==> config.mk <==
export PLATFORM = sky130hd
export DESIGN_NAME = rtc_irq_ctrl
export DESIGN_NICKNAME = d
export VERILOG_FILES = /design/src/rtl/rtc_irq_pkg.sv /design/src/rtl/rtc_irq_rst_sync.sv /design/src/rtl/rtc_irq_regs.sv /design/src/rtl/rtc_irq_flags.sv /design/src/rtl/rtc_irq_out.sv /design/src/rtl/rtc_irq_ctrl.sv
export SDC_FILE = /design/constraint.sdc
export NUM_CORES = 1
export LEC_CHECK = 0
export BUFFER_PORTS_ARGS = -buffer_cell sky130_fd_sc_hd__buf_2
export CAP_MARGIN = 20
export CORE_UTILIZATION = 30
export DETAILED_ROUTE_END_ITERATION = 10
export PLACE_DENSITY = 0.66
export SLEW_MARGIN = 20
export SYNTH_ARGS = -nofsm -noshare
export SYNTH_HDL_FRONTEND = slang
export SYNTH_SLANG_ARGS = --single-unit
==> constraint.sdc <==
create_clock -name clk -period 1.5 [get_ports clk]
set_input_delay 0 -clock clk [delete_from_list [all_inputs] [get_ports clk]]
set_output_delay 0 -clock clk [all_outputs]
set_load 0.1 [all_outputs]
==> src/rtl/rtc_irq_pkg.sv <==
package rtc_irq_pkg;
  localparam int unsigned ADDR_W     = 5;
  localparam int unsigned DATA_W     = 8;
  localparam logic [ADDR_W-1:0] STAT_MASK_ADDR = 5'h10;
  localparam logic [ADDR_W-1:0] CMD_ADDR       = 5'h11;
  localparam int unsigned EN_BIT     = 4;
  localparam int unsigned TEST_BIT   = 5;
  localparam int unsigned GLOBAL_BIT = 7;
endpackage

==> src/rtl/rtc_irq_rst_sync.sv <==
module rtc_irq_rst_sync (
  input  logic clk,
  input  logic rst_n,
  output logic rst_n_sync
);
  logic stage_q;
  logic sync_q;

  always_ff @(posedge clk or negedge rst_n) begin
    if (!rst_n) begin
      stage_q <= 1'b0;
      sync_q  <= 1'b0;
    end else begin
      stage_q <= 1'b1;
      sync_q  <= stage_q;
    end
  end

  assign rst_n_sync = sync_q;
endmodule

==> src/rtl/rtc_irq_regs.sv <==
module rtc_irq_regs
  import rtc_irq_pkg::*;
#(
  parameter int unsigned NUM_SRC = 6
) (
  input  logic              clk,
  input  logic              rst_n,
  input  logic [ADDR_W-1:0] addr,
  input  logic              wr,
  input  logic [DATA_W-1:0] wdata,
  output logic [NUM_SRC-1:0] mask,
  output logic              irq_en,
  output logic              test_sel
);
  logic               mask_we;
  logic               cmd_we;
  logic [NUM_SRC-1:0] mask_d;
  logic               en_d;
  logic               test_d;
  logic               unused_wdata_bits;

  assign unused_wdata_bits = ^wdata;

  always_comb begin
    mask_we = wr && (addr == STAT_MASK_ADDR);
    cmd_we  = wr && (addr == CMD_ADDR);
    mask_d  = mask;
    en_d    = irq_en;
    test_d  = test_sel;
    if (mask_we) mask_d = wdata[NUM_SRC-1:0];
    if (cmd_we) begin
      en_d   = wdata[EN_BIT];
      test_d = wdata[TEST_BIT];
    end
  end

  always_ff @(posedge clk or negedge rst_n) begin
    if (!rst_n) begin
      mask     <= '0;
      irq_en   <= 1'b0;
      test_sel <= 1'b0;
    end else begin
      mask     <= mask_d;
      irq_en   <= en_d;
      test_sel <= test_d;
    end
  end


  mask_load_chk: assert property (@(posedge clk) disable iff (!rst_n)
    (wr && addr == STAT_MASK_ADDR) |=> (mask == $past(wdata[NUM_SRC-1:0])));


  foreign_write_chk: assert property (@(posedge clk) disable iff (!rst_n)
    (!(wr && (addr == STAT_MASK_ADDR || addr == CMD_ADDR)))
      |=> ($stable(mask) && $stable(irq_en) && $stable(test_sel)));
endmodule

==> src/rtl/rtc_irq_flags.sv <==
module rtc_irq_flags #(
  parameter int unsigned NUM_SRC = 6
) (
  input  logic               clk,
  input  logic               rst_n,
  input  logic [NUM_SRC-1:0] evt,
  input  logic               clr,
  output logic [NUM_SRC-1:0] flags
);
  logic [NUM_SRC-1:0] flags_d;

  for (genvar i = 0; i < NUM_SRC; i++) begin : g_flag
    always_comb begin
      flags_d[i] = clr ? evt[i] : (flags[i] | evt[i]);
    end

    always_ff @(posedge clk or negedge rst_n) begin
      if (!rst_n) flags[i] <= 1'b0;
      else        flags[i] <= flags_d[i];
    end
  end


  evt_capture_chk: assert property (@(posedge clk) disable iff (!rst_n)
    (|evt) |=> ((flags & $past(evt)) == $past(evt)));


  read_clear_chk: assert property (@(posedge clk) disable iff (!rst_n)
    (clr && evt == '0) |=> (flags == '0));
endmodule

==> src/rtl/rtc_irq_out.sv <==
module rtc_irq_out #(
  parameter int unsigned NUM_SRC = 6
) (
  input  logic               clk,
  input  logic               rst_n,
  input  logic [NUM_SRC-1:0] flags,
  input  logic [NUM_SRC-1:0] mask,
  input  logic               irq_en,
  input  logic               clr,
  output logic               irq_n,
  output logic               global_bit
);
  logic irq_act;
  logic global_q;
  logic global_d;

  always_comb begin
    irq_act    = irq_en && (|(flags & mask));
    global_d   = clr ? 1'b0 : (global_q | irq_act);
    irq_n      = ~irq_act;
    global_bit = global_q | irq_act;
  end

  always_ff @(posedge clk or negedge rst_n) begin
    if (!rst_n) global_q <= 1'b0;
    else        global_q <= global_d;
  end


  irq_gated_chk: assert property (@(posedge clk) disable iff (!rst_n)
    (!irq_en) |-> irq_n);


  global_sticky_chk: assert property (@(posedge clk) disable iff (!rst_n)
    (!irq_n && !clr) |=> global_q);
endmodule

==> src/rtl/rtc_irq_ctrl.sv <==
module rtc_irq_ctrl
  import rtc_irq_pkg::*;
#(
  parameter int unsigned NUM_SRC = 6
) (
  input  logic               clk,
  input  logic               rst_n,
  input  logic [NUM_SRC-1:0] src_evt_i,
  input  logic [ADDR_W-1:0]  bus_addr_i,
  input  logic               bus_rd_i,
  input  logic               bus_wr_i,
  input  logic [DATA_W-1:0]  bus_wdata_i,
  output logic [DATA_W-1:0]  bus_rdata_o,
  output logic               irq_n_o,
  output logic               test_mode_o
);
  logic               rst_n_s;
  logic               stat_rd;
  logic [NUM_SRC-1:0] flags;
  logic [NUM_SRC-1:0] mask;
  logic               irq_en;
  logic               global_bit;

  rtc_irq_rst_sync u_rst (
    .clk        (clk),
    .rst_n      (rst_n),
    .rst_n_sync (rst_n_s)
  );

  assign stat_rd = bus_rd_i && (bus_addr_i == STAT_MASK_ADDR);

  rtc_irq_regs #(.NUM_SRC(NUM_SRC)) u_regs (
    .clk      (clk),
    .rst_n    (rst_n_s),
    .addr     (bus_addr_i),
    .wr       (bus_wr_i),
    .wdata    (bus_wdata_i),
    .mask     (mask),
    .irq_en   (irq_en),
    .test_sel (test_mode_o)
  );

  rtc_irq_flags #(.NUM_SRC(NUM_SRC)) u_flags (
    .clk   (clk),
    .rst_n (rst_n_s),
    .evt   (src_evt_i),
    .clr   (stat_rd),
    .flags (flags)
  );

  rtc_irq_out #(.NUM_SRC(NUM_SRC)) u_out (
    .clk        (clk),
    .rst_n      (rst_n_s),
    .flags      (flags),
    .mask       (mask),
    .irq_en     (irq_en),
    .clr        (stat_rd),
    .irq_n      (irq_n_o),
    .global_bit (global_bit)
  );

  always_comb begin
    bus_rdata_o = '0;
    if (stat_rd) begin
      bus_rdata_o[NUM_SRC-1:0] = flags;
      bus_rdata_o[GLOBAL_BIT]  = global_bit;
    end
  end


  reset_quiet_chk: assert property (@(posedge clk)
    (!rst_n_s) |-> (irq_n_o && !test_mode_o));
endmodule

==> flow_results.org, run 1 <==
** Floorplanning
- For this configuration, the core starts out at a cell density of 32.2%.
- The die is just over 50 um wide.
- Number of placement rows :: 17
- The floorplan step defined a core boundary enclosing 0.00225 mm2.
- 33 I/O pins were placed.
- Y dimension of the die :: 51.2 um
- Die Footprint :: 0.00262 mm2

** Detailed routing
- Routed length per instance :: about 12 um
- In the routed design, unresolved DRC markers number 0.
- The detailed router finished its first iteration with 7 violations.
- The detail route stage leaves a number of antenna-violating nets equal to 0.
- Mean number of vias per cell :: 4.64
- After detailed routing, the total wire length is 1600 um.
- The first detailed-routing pass took 4 iterations.
- Total vias in the final route :: 598

** Worst setup path
- CP max stage cell :: dfrtp_1
- STA puts the critical path data required time at 1.50 ns.
- Largest delay contributor family on the critical path :: compound AO/OA/AOI/OAI gates
- Max FO, Critical Path :: 3
- STA classifies the critical path startpoint as a register.
- Sum of buffers and inverters on the critical path :: 1
- The startpoint identified for the worst register-to-register timing path is u_flags.flags[2].
- The critical path in this run is classified as register to output port.
- Setup slack on the worst reg-to-reg path comes out at around 0.14 ns.
- For the worst flop-to-flop path, the logic depth is 4.
- For this run, the slowest stage of the critical path takes 0.41 ns.
- Chain of cells forming the critical path :: a22o_1 -> o31ai_4 -> a21oi_4 -> buf_12
- Critical path capture point type :: output port
- CP Data Arrival Time :: approximately 1.6 ns
- Destination of the worst register-to-register timing path :: u_out.global_q

** Clock tree
- Number of buffers between clock root and the deepest sink :: 2
- CTS built an H-tree with a depth of 1.
- Cts bufs inserted :: 3
- Register clock-pin slew on the reported worst setup and hold paths :: approximately 0.10 ns
- TritonCTS built the clock tree.
- The root buffer cell chosen for the clock tree is clkbuf_4.
- Sink Count :: 17
- After clock tree synthesis, the repair step resized 0 gates.
- At the later pin of the worst-skew pair, clock insertion delay measures 0.29 ns.

** Status
- Run status :: finished with violations
- The final reports fail on setup timing.

** Yosys
- Synth Instances :: 54
- Synthesis Warnings :: 0
- Number of storage elements in the synthesis netlist :: 17
- In this run, distinct cell masters in the synthesized netlist total 17.
- Average cell area after synthesis :: 13.5 um2
- Post-Syn Nets :: 77
- Summing every instance area after synthesis gives 727 um2.
- Portion of the post-synthesis area used by sequential elements :: 58.5%

** STA
- Setup repair after global routing could not meet its margin everywhere.
- The final critical path takes up 107% of the cycle.
- Post-layout worst setup margin :: -0.0989 ns
- Headroom to the max-slew limit came out at 60.6%.
- For the final database, setup skew stands at 0.00651 ns.
- Total count of hold-check failures in the final report :: 0
- Setup violations remaining at the end of the flow were counted as 2.
- Sum of negative setup slack :: -0.135 ns
- Achievable frequency :: 625 MHz
- Number of slew-limit violations in the final report :: 0
- Clock period minus worst slack :: between 1.5 and 2 ns
- For the pin with the worst max-slew slack, the measured transition is about 0.59 ns.

** Finish
- The number of antenna diodes in the final layout is 0.
- Most common cell after layout, fill and taps aside :: buf_2
- Final-layout fill cell count :: 225
- The multi-input combinational cells in the finished layout cover a total of 315 um2.
- Storage element area :: 425 um2
- With fillers left out, the area of the finished cells amounts to 0.00122 mm2.
- Measured on the finished design, the core utilization comes to 53.9%.
- The post-route netlist has 45.5% of its cells at a drive strength greater than 1.
- Total number of nets in the final design :: 125
- Most frequent cells in the layout :: buf_2, dfrtp_1, dlygate4sd3_1, mux2_2, buf_12
- Compared with the post-synthesis result, the final layout area differs by 67.3%.

** Global routing
- For this run the aggregate overflow at the end of global routing stands at 0.
- Antenna violations before repair :: 0
- Global Route Usage Sum :: 14.2%
- Pin count of the biggest net entering global routing :: 16
- The via count of the first global-routing pass is roughly 650.
- First-pass GRT wire length :: 2660 um

** Power and ir drop
- After layout, the design draws a total of 1.12 mW.
- Ratio of total power to cell area :: 923 mW/mm2
- Static leakage :: 0.549 nW
- Worst IR drop on VDD :: 608 uV

** Flow run
- Max-cap violations in this run came to 0.

** Placement
- During placement, the flow inserted port buffers numbering 29.
- Global placement routability congestion :: 0.715
- Area post-placement :: 0.00104 mm2

** Worst hold path
- In this run the worst hold path is classified as input pin to async pin.
per-stage QoR:
stage	std cells	setup slack [ns]	hold WS (ns)
detailed placement	110	0.209	-0.211
finish	129	-0.0989	0.0147
global route	129	-0.158	0.0272
CTS	129	-0.115	0.00857
global placement	110	0.226	-0.214
floorplan	54	-0.486	-0.296
repair_timing:
action	in CTS	in global routing
setup endpoints to repair	2	2
endpoints found under the hold margin	16	0
hold buffers	13	0
setup buffers	2	0
layer usage:
metal	wire, um	vias up	GRT usage (%)	part of all wire, %
met4	18	0	6.76	1.1
met1	647	283	14.5	40
li1	-	280	-	-
met2	816	31	27.9	51
met3	117	4	1.79	7.3
met5	0	-	0	0
power breakdown:
part | switching, mW | internal, mW | leakage, nW
Clock | 0.136 | 0.103 | 0.0150
Sequential | 0.0339 | 0.510 | 0.188
Combinational | 0.190 | 0.149 | 0.345
Total | 0.360 | 0.762 | 0.549
how the worst max path moves through the flow:
stage,startpoint,endpoint,depth (start not counted)
2_1_floorplan,u_regs.mask[2],bus_rdata_o[7],3
3_3_place_gp,u_flags.flags[2],bus_rdata_o[7],4
3_5_place_dp,u_flags.flags[4],bus_rdata_o[7],4
4_1_cts,u_flags.flags[2],bus_rdata_o[7],4
5_1_grt,u_regs.mask[2],bus_rdata_o[7],4
6_report,u_flags.flags[2],bus_rdata_o[7],4
cell usage after synthesis (all sizes together):
cell type	n	area share (%)
nand3b	1	1.0
buf	1	1.0
a21oi	2	1.4
a22o	3	3.6
nor4b	1	3.3
and3b	1	1.2
inv	1	0.52
and2	6	5.2
conb	2	1.0
a21o	6	6.2
nor2b	1	0.86
nand2	1	0.86
mux2	8	12
o31ai	1	1.0
dfrtp	17	59
and3	1	0.86
nor3b	1	1.0
registers in the layout (all words and copies together) (netlist names):
signal,count
u_regs.test_sel,1
u_out.global_q,1
u_rst.rst_n_sync,1
u_rst.stage_q,1
u_regs.mask,6
u_flags.flags,6
u_regs.irq_en,1
cells by family after synthesis:
| family | count (synthesis) | share of synthesized area (%) |
|---|---|---|
| flops | 17 | 58.5 |
| buf+inv | 2 | 1.55 |
| mux | 8 | 12.4 |
| compound gates | 12 | 12.2 |
| other cells | 2 | 1.03 |
| simple gates | 13 | 14.3 |
worst reg2reg max path: stages (launching register included):
cell     delay, ns
dfrtp_1       0.41
a22o_1        0.24
o31ai_4       0.38
buf_4         0.18
a21oi_1       0.05
layout make-up:
class	count	share of cell area, %
tap	28	2.88
multi-input combinational	35	25.9
timing repair buffer	44	33.7
sequential	17	35.0
inverter	1	0.309
clock buffer	4	2.16
Power figures use the tool's default switching activity.
==> inputs of run 2 (changes only) <==
Settings changed: SETUP_SLACK_MARGIN set to 0.2.
==> run 2 against run 1 <==
  * Die area did not move
  * Sequential power barely moved
  * Worst hold slack improved by 0.0078 ns
  * Non-clock buffer count fell by 1
  * Register-to-register slack improved by 0.09 ns
  * The flow still finishes with violations (setup timing)
  * Total power fell by 1.2%
  * Critical path depth did not move
  * Clock-buffer cell count did not move
  * Fmax barely moved
  * Via count fell by 2.0%
  * Final area did not move
  * Routed wire length fell by 6.8%
==> flow_results.org, run 2 (synthesized netlist as in run 1, its figures left out) <==
** Status
- Run status :: finished with violations
- The checks that failed: setup timing.

** Detailed routing
- Drt total wl :: 1490 um (-6.8%)
- The total number of vias was 586 (-2.0%).
- Routed length per instance :: 11.7 um (-6.0%)
- Remaining number of nets flagged by the antenna check after routing :: 0 (unchanged)
- The remaining design rule violation count is 0 (unchanged).
- Router iterations before antenna repair :: 4 (unchanged)
- Iteration-0 DRC Markers :: 2 (-5)
- Mean number of vias per cell :: 4.58 (-1.2%)

** Finish
- Layout Cells excl Fill :: 128 (-0.78%)
- Most frequent cells in the layout :: buf_2, dfrtp_1, dlygate4sd3_1, mux2_2, buf_12
- Post-route cell area :: 0.00122 mm2 (unchanged)
- The number of antenna cells inserted was 0 (unchanged).
- The largest registers in the layout are u_flags.flags: 6 flops, u_regs.mask: 6 flops.
- The net total in the final layout is 124 (-0.80%).
- The filler cell count came to 211 (-6.2%).
- The fraction of final layout cells with drive strength greater than 1 was 51.0% (+5.5 points).
- Storage element area :: 425 um2 (unchanged)
- Most common cell after layout, fill and taps aside :: buf_2
- The total area of multi-input combinational cells came to 323 um2 (+2.4%).
- The area added between synthesis and finish is 67.3% (unchanged).

** Power and ir drop
- The portion of total power attributed to sequential cells was 49.1% (+0.6 points).
- The net switching power figure is 0.354 mW (-1.8%).
- Part of the power in combinational logic :: 29.8% (-0.4 points)
- The maximum VDD drop was 600 uV (-1.3%).
- Fraction of power spent switching nets :: 31.9% (-0.20 points)
- The leakage power is 0.549 nW (about the same).
- The internal power contribution is 0.755 mW (-0.88%).
- Ratio of total power to cell area :: 912 mW/mm2 (-1.2%)
- Clock network fraction of design power :: 21.1% (-0.2 points)

** Clock tree
- The level count of the clock H-tree came to 1 (unchanged).
- Sink Count :: 17 (unchanged)
- TritonCTS built the clock tree.
- Cts bufs inserted :: 3 (unchanged)
- The clock network latency to the later pin of the worst-skew pair is 0.28 ns (about the same).
- Register clock-pin slew on the reported worst setup and hold paths :: 0.09 ns (about the same)
- Number of buffers between clock root and the deepest sink :: 2 (unchanged)
- The tree is rooted in a clkbuf_4.

** Worst setup path
- Chain of cells forming the critical path :: a22o_1 -> o31ai_4 -> a21oi_4 -> buf_12
- Critical path capture point type :: output port
- Maximum single-stage delay on the critical path :: 0.39 ns (-0.02 ns)
- The number of cells on the worst reg-to-reg path was 3 (-1).
- Sum of buffers and inverters on the critical path :: 1 (unchanged)
- The data required time at the worst endpoint came to 1.50 ns (about the same).
- Startpoint-to-endpoint class of the critical path :: register to output port
- The worst register-to-register path begins at u_flags.flags[1].
- STA classifies the critical path startpoint as a register.
- CP Data Arrival Time :: 1.60 ns (about the same)
- The largest fanout on the critical path is 3 (unchanged).
- Broken down by cell family, the worst path's largest delay share belongs to compound AO/OA/AOI/OAI gates.
- The register-to-register setup slack came to 0.23 ns (+0.09 ns).
- Destination of the worst register-to-register timing path :: u_out.global_q
- On the critical path, the stage with the largest delay is an instance of o31ai_4.
- Instance count on the critical path :: 4 (unchanged)

** Floorplanning
- The horizontal die dimension came to 51.2 um (unchanged).
- Y dimension of the die :: 51.2 um (unchanged)
- Core Region :: 0.00225 mm2 (unchanged)
- The boundary pin count is 33 (unchanged).
- Die Footprint :: 0.00262 mm2 (unchanged)
- Starting utilization of the core area :: 32.2% (unchanged)
- The number of placement rows came to 17 (unchanged).

** STA
- The maximum clock rate was 626 MHz (about the same).
- The worst max-slew margin expressed relative to the limit was 61.4% (+0.79 points).
- The worst path setup slack after routing is -0.0977 ns (+0.00127 ns).
- The transition at the pin with the smallest max-transition slack is 0.579 ns (-0.0118 ns).
- Final setup skew :: 0.00567 ns (-0.000838 ns)
- Clock period minus worst slack :: 1.60 ns (-0.00127 ns)
- Total count of hold-check failures in the final report :: 0 (unchanged)
- Finish-stage setup viols :: 2 (unchanged)
- Number of slew-limit violations in the final report :: 0 (unchanged)
- The part of the cycle the worst path needs is 107% (about the same).
- Setup repair after global routing missed its margin :: true

** Global routing
- The remaining global-route overflow is 0 (unchanged).
- Via count of the first global-routing pass :: 601 (-7.8%)
- First-pass GRT wire length :: 2440 um (-8.6%)
- The global routing usage summed across all routing layers was 12.9% (-1.3 points).
- The maximum number of pins on one net before global-route repair is 16 (unchanged).
- The initial antenna violation count was 0 (unchanged).

** Placement
- Summed over all nets, the half-perimeter wirelength after detailed placement is about 1100 um.
- Global placement routability congestion :: 0.673 (-5.8%)
- The area after detailed placement is 0.00105 mm2 (+0.72%).
- Placed cell count :: 110 (unchanged)
- Number of port buffers :: 29 (unchanged)

** Worst hold path
- The min-delay analysis places its worst path in the category input pin to async pin.

** Flow run
- The max-capacitance violation count came to 0 (unchanged).
==> run 2: changes by cell type in the layout (fill, tap and decap cells not counted), sizes merged <==
cell | before | now
buf | 31 | 30
==> run 2: per-layer routing <==
layer | wire [um] | vias up | GRT usage [%]
met1 | 640 | 279 | 14.7
met5 | 0 | - | 0
met3 | 93 | 4 | 2.08
li1 | - | 277 | -
met2 | 734 | 26 | 22.4
met4 | 25 | 0 | 8.11
==> run 2: per-stage QoR <==
stage                     total power [mW]  hold slack (ns)  util (%)  setup TNS [ns]  worst slack [ns]
after detailed placement             0.861           -0.213      46.7               0             0.202
after global routing                  1.16           0.0234      53.9          -0.275            -0.167
after global placement               0.854           -0.215      46.7               0             0.220
final                                 1.11           0.0224      53.9          -0.143           -0.0977
after floorplan                      0.766           -0.296         -          -0.969            -0.486
after CTS                             1.12           0.0164      53.9          -0.175            -0.115
==> run 2: layout make-up <==
cell class | instances | area share [%]
clock buffer | 4 | 2.16
tap | 28 | 2.88
inverter | 1 | 0.309
sequential | 17 | 35.0
timing repair buffer | 43 | 33.1
multi-input combinational | 35 | 26.5
==> run 2: worst reg2reg max path, cell delays in order (launching register included) <==
cell	delay, ns
dfrtp_1	0.38
a22o_1	0.27
o31ai_4	0.39
a21oi_1	0.11
==> run 2: power groups by stage <==
stage	Combinational, mW	Clock [mW]	Sequential [mW]
after global placement	0.300	0	0.553
after CTS	0.333	0.245	0.546
after detailed placement	0.305	0	0.556
after floorplan	0.182	0	0.584
final	0.331	0.234	0.545
after global routing	0.348	0.263	0.552
==> run 2: worst max path at each step <==
stage	start	to	slack, ns
3_5_place_dp	u_regs.mask[2]	bus_rdata_o[7]	0.20
6_report	u_flags.flags[1]	bus_rdata_o[7]	-0.1
5_1_grt	u_flags.flags[1]	bus_rdata_o[7]	-0.17
4_1_cts	u_flags.flags[1]	bus_rdata_o[7]	-0.12
2_1_floorplan	u_regs.mask[2]	bus_rdata_o[7]	-0.49
3_3_place_gp	u_regs.mask[2]	bus_rdata_o[7]	0.22
==> run 2: timing repair <==
item,in CTS,in global routing
hold endpoints to repair,16,0
buffers inserted,1,0
hold buffers,13,0
endpoints found under the setup margin,2,3
gates resized for setup,0,0
pin swaps,3,1
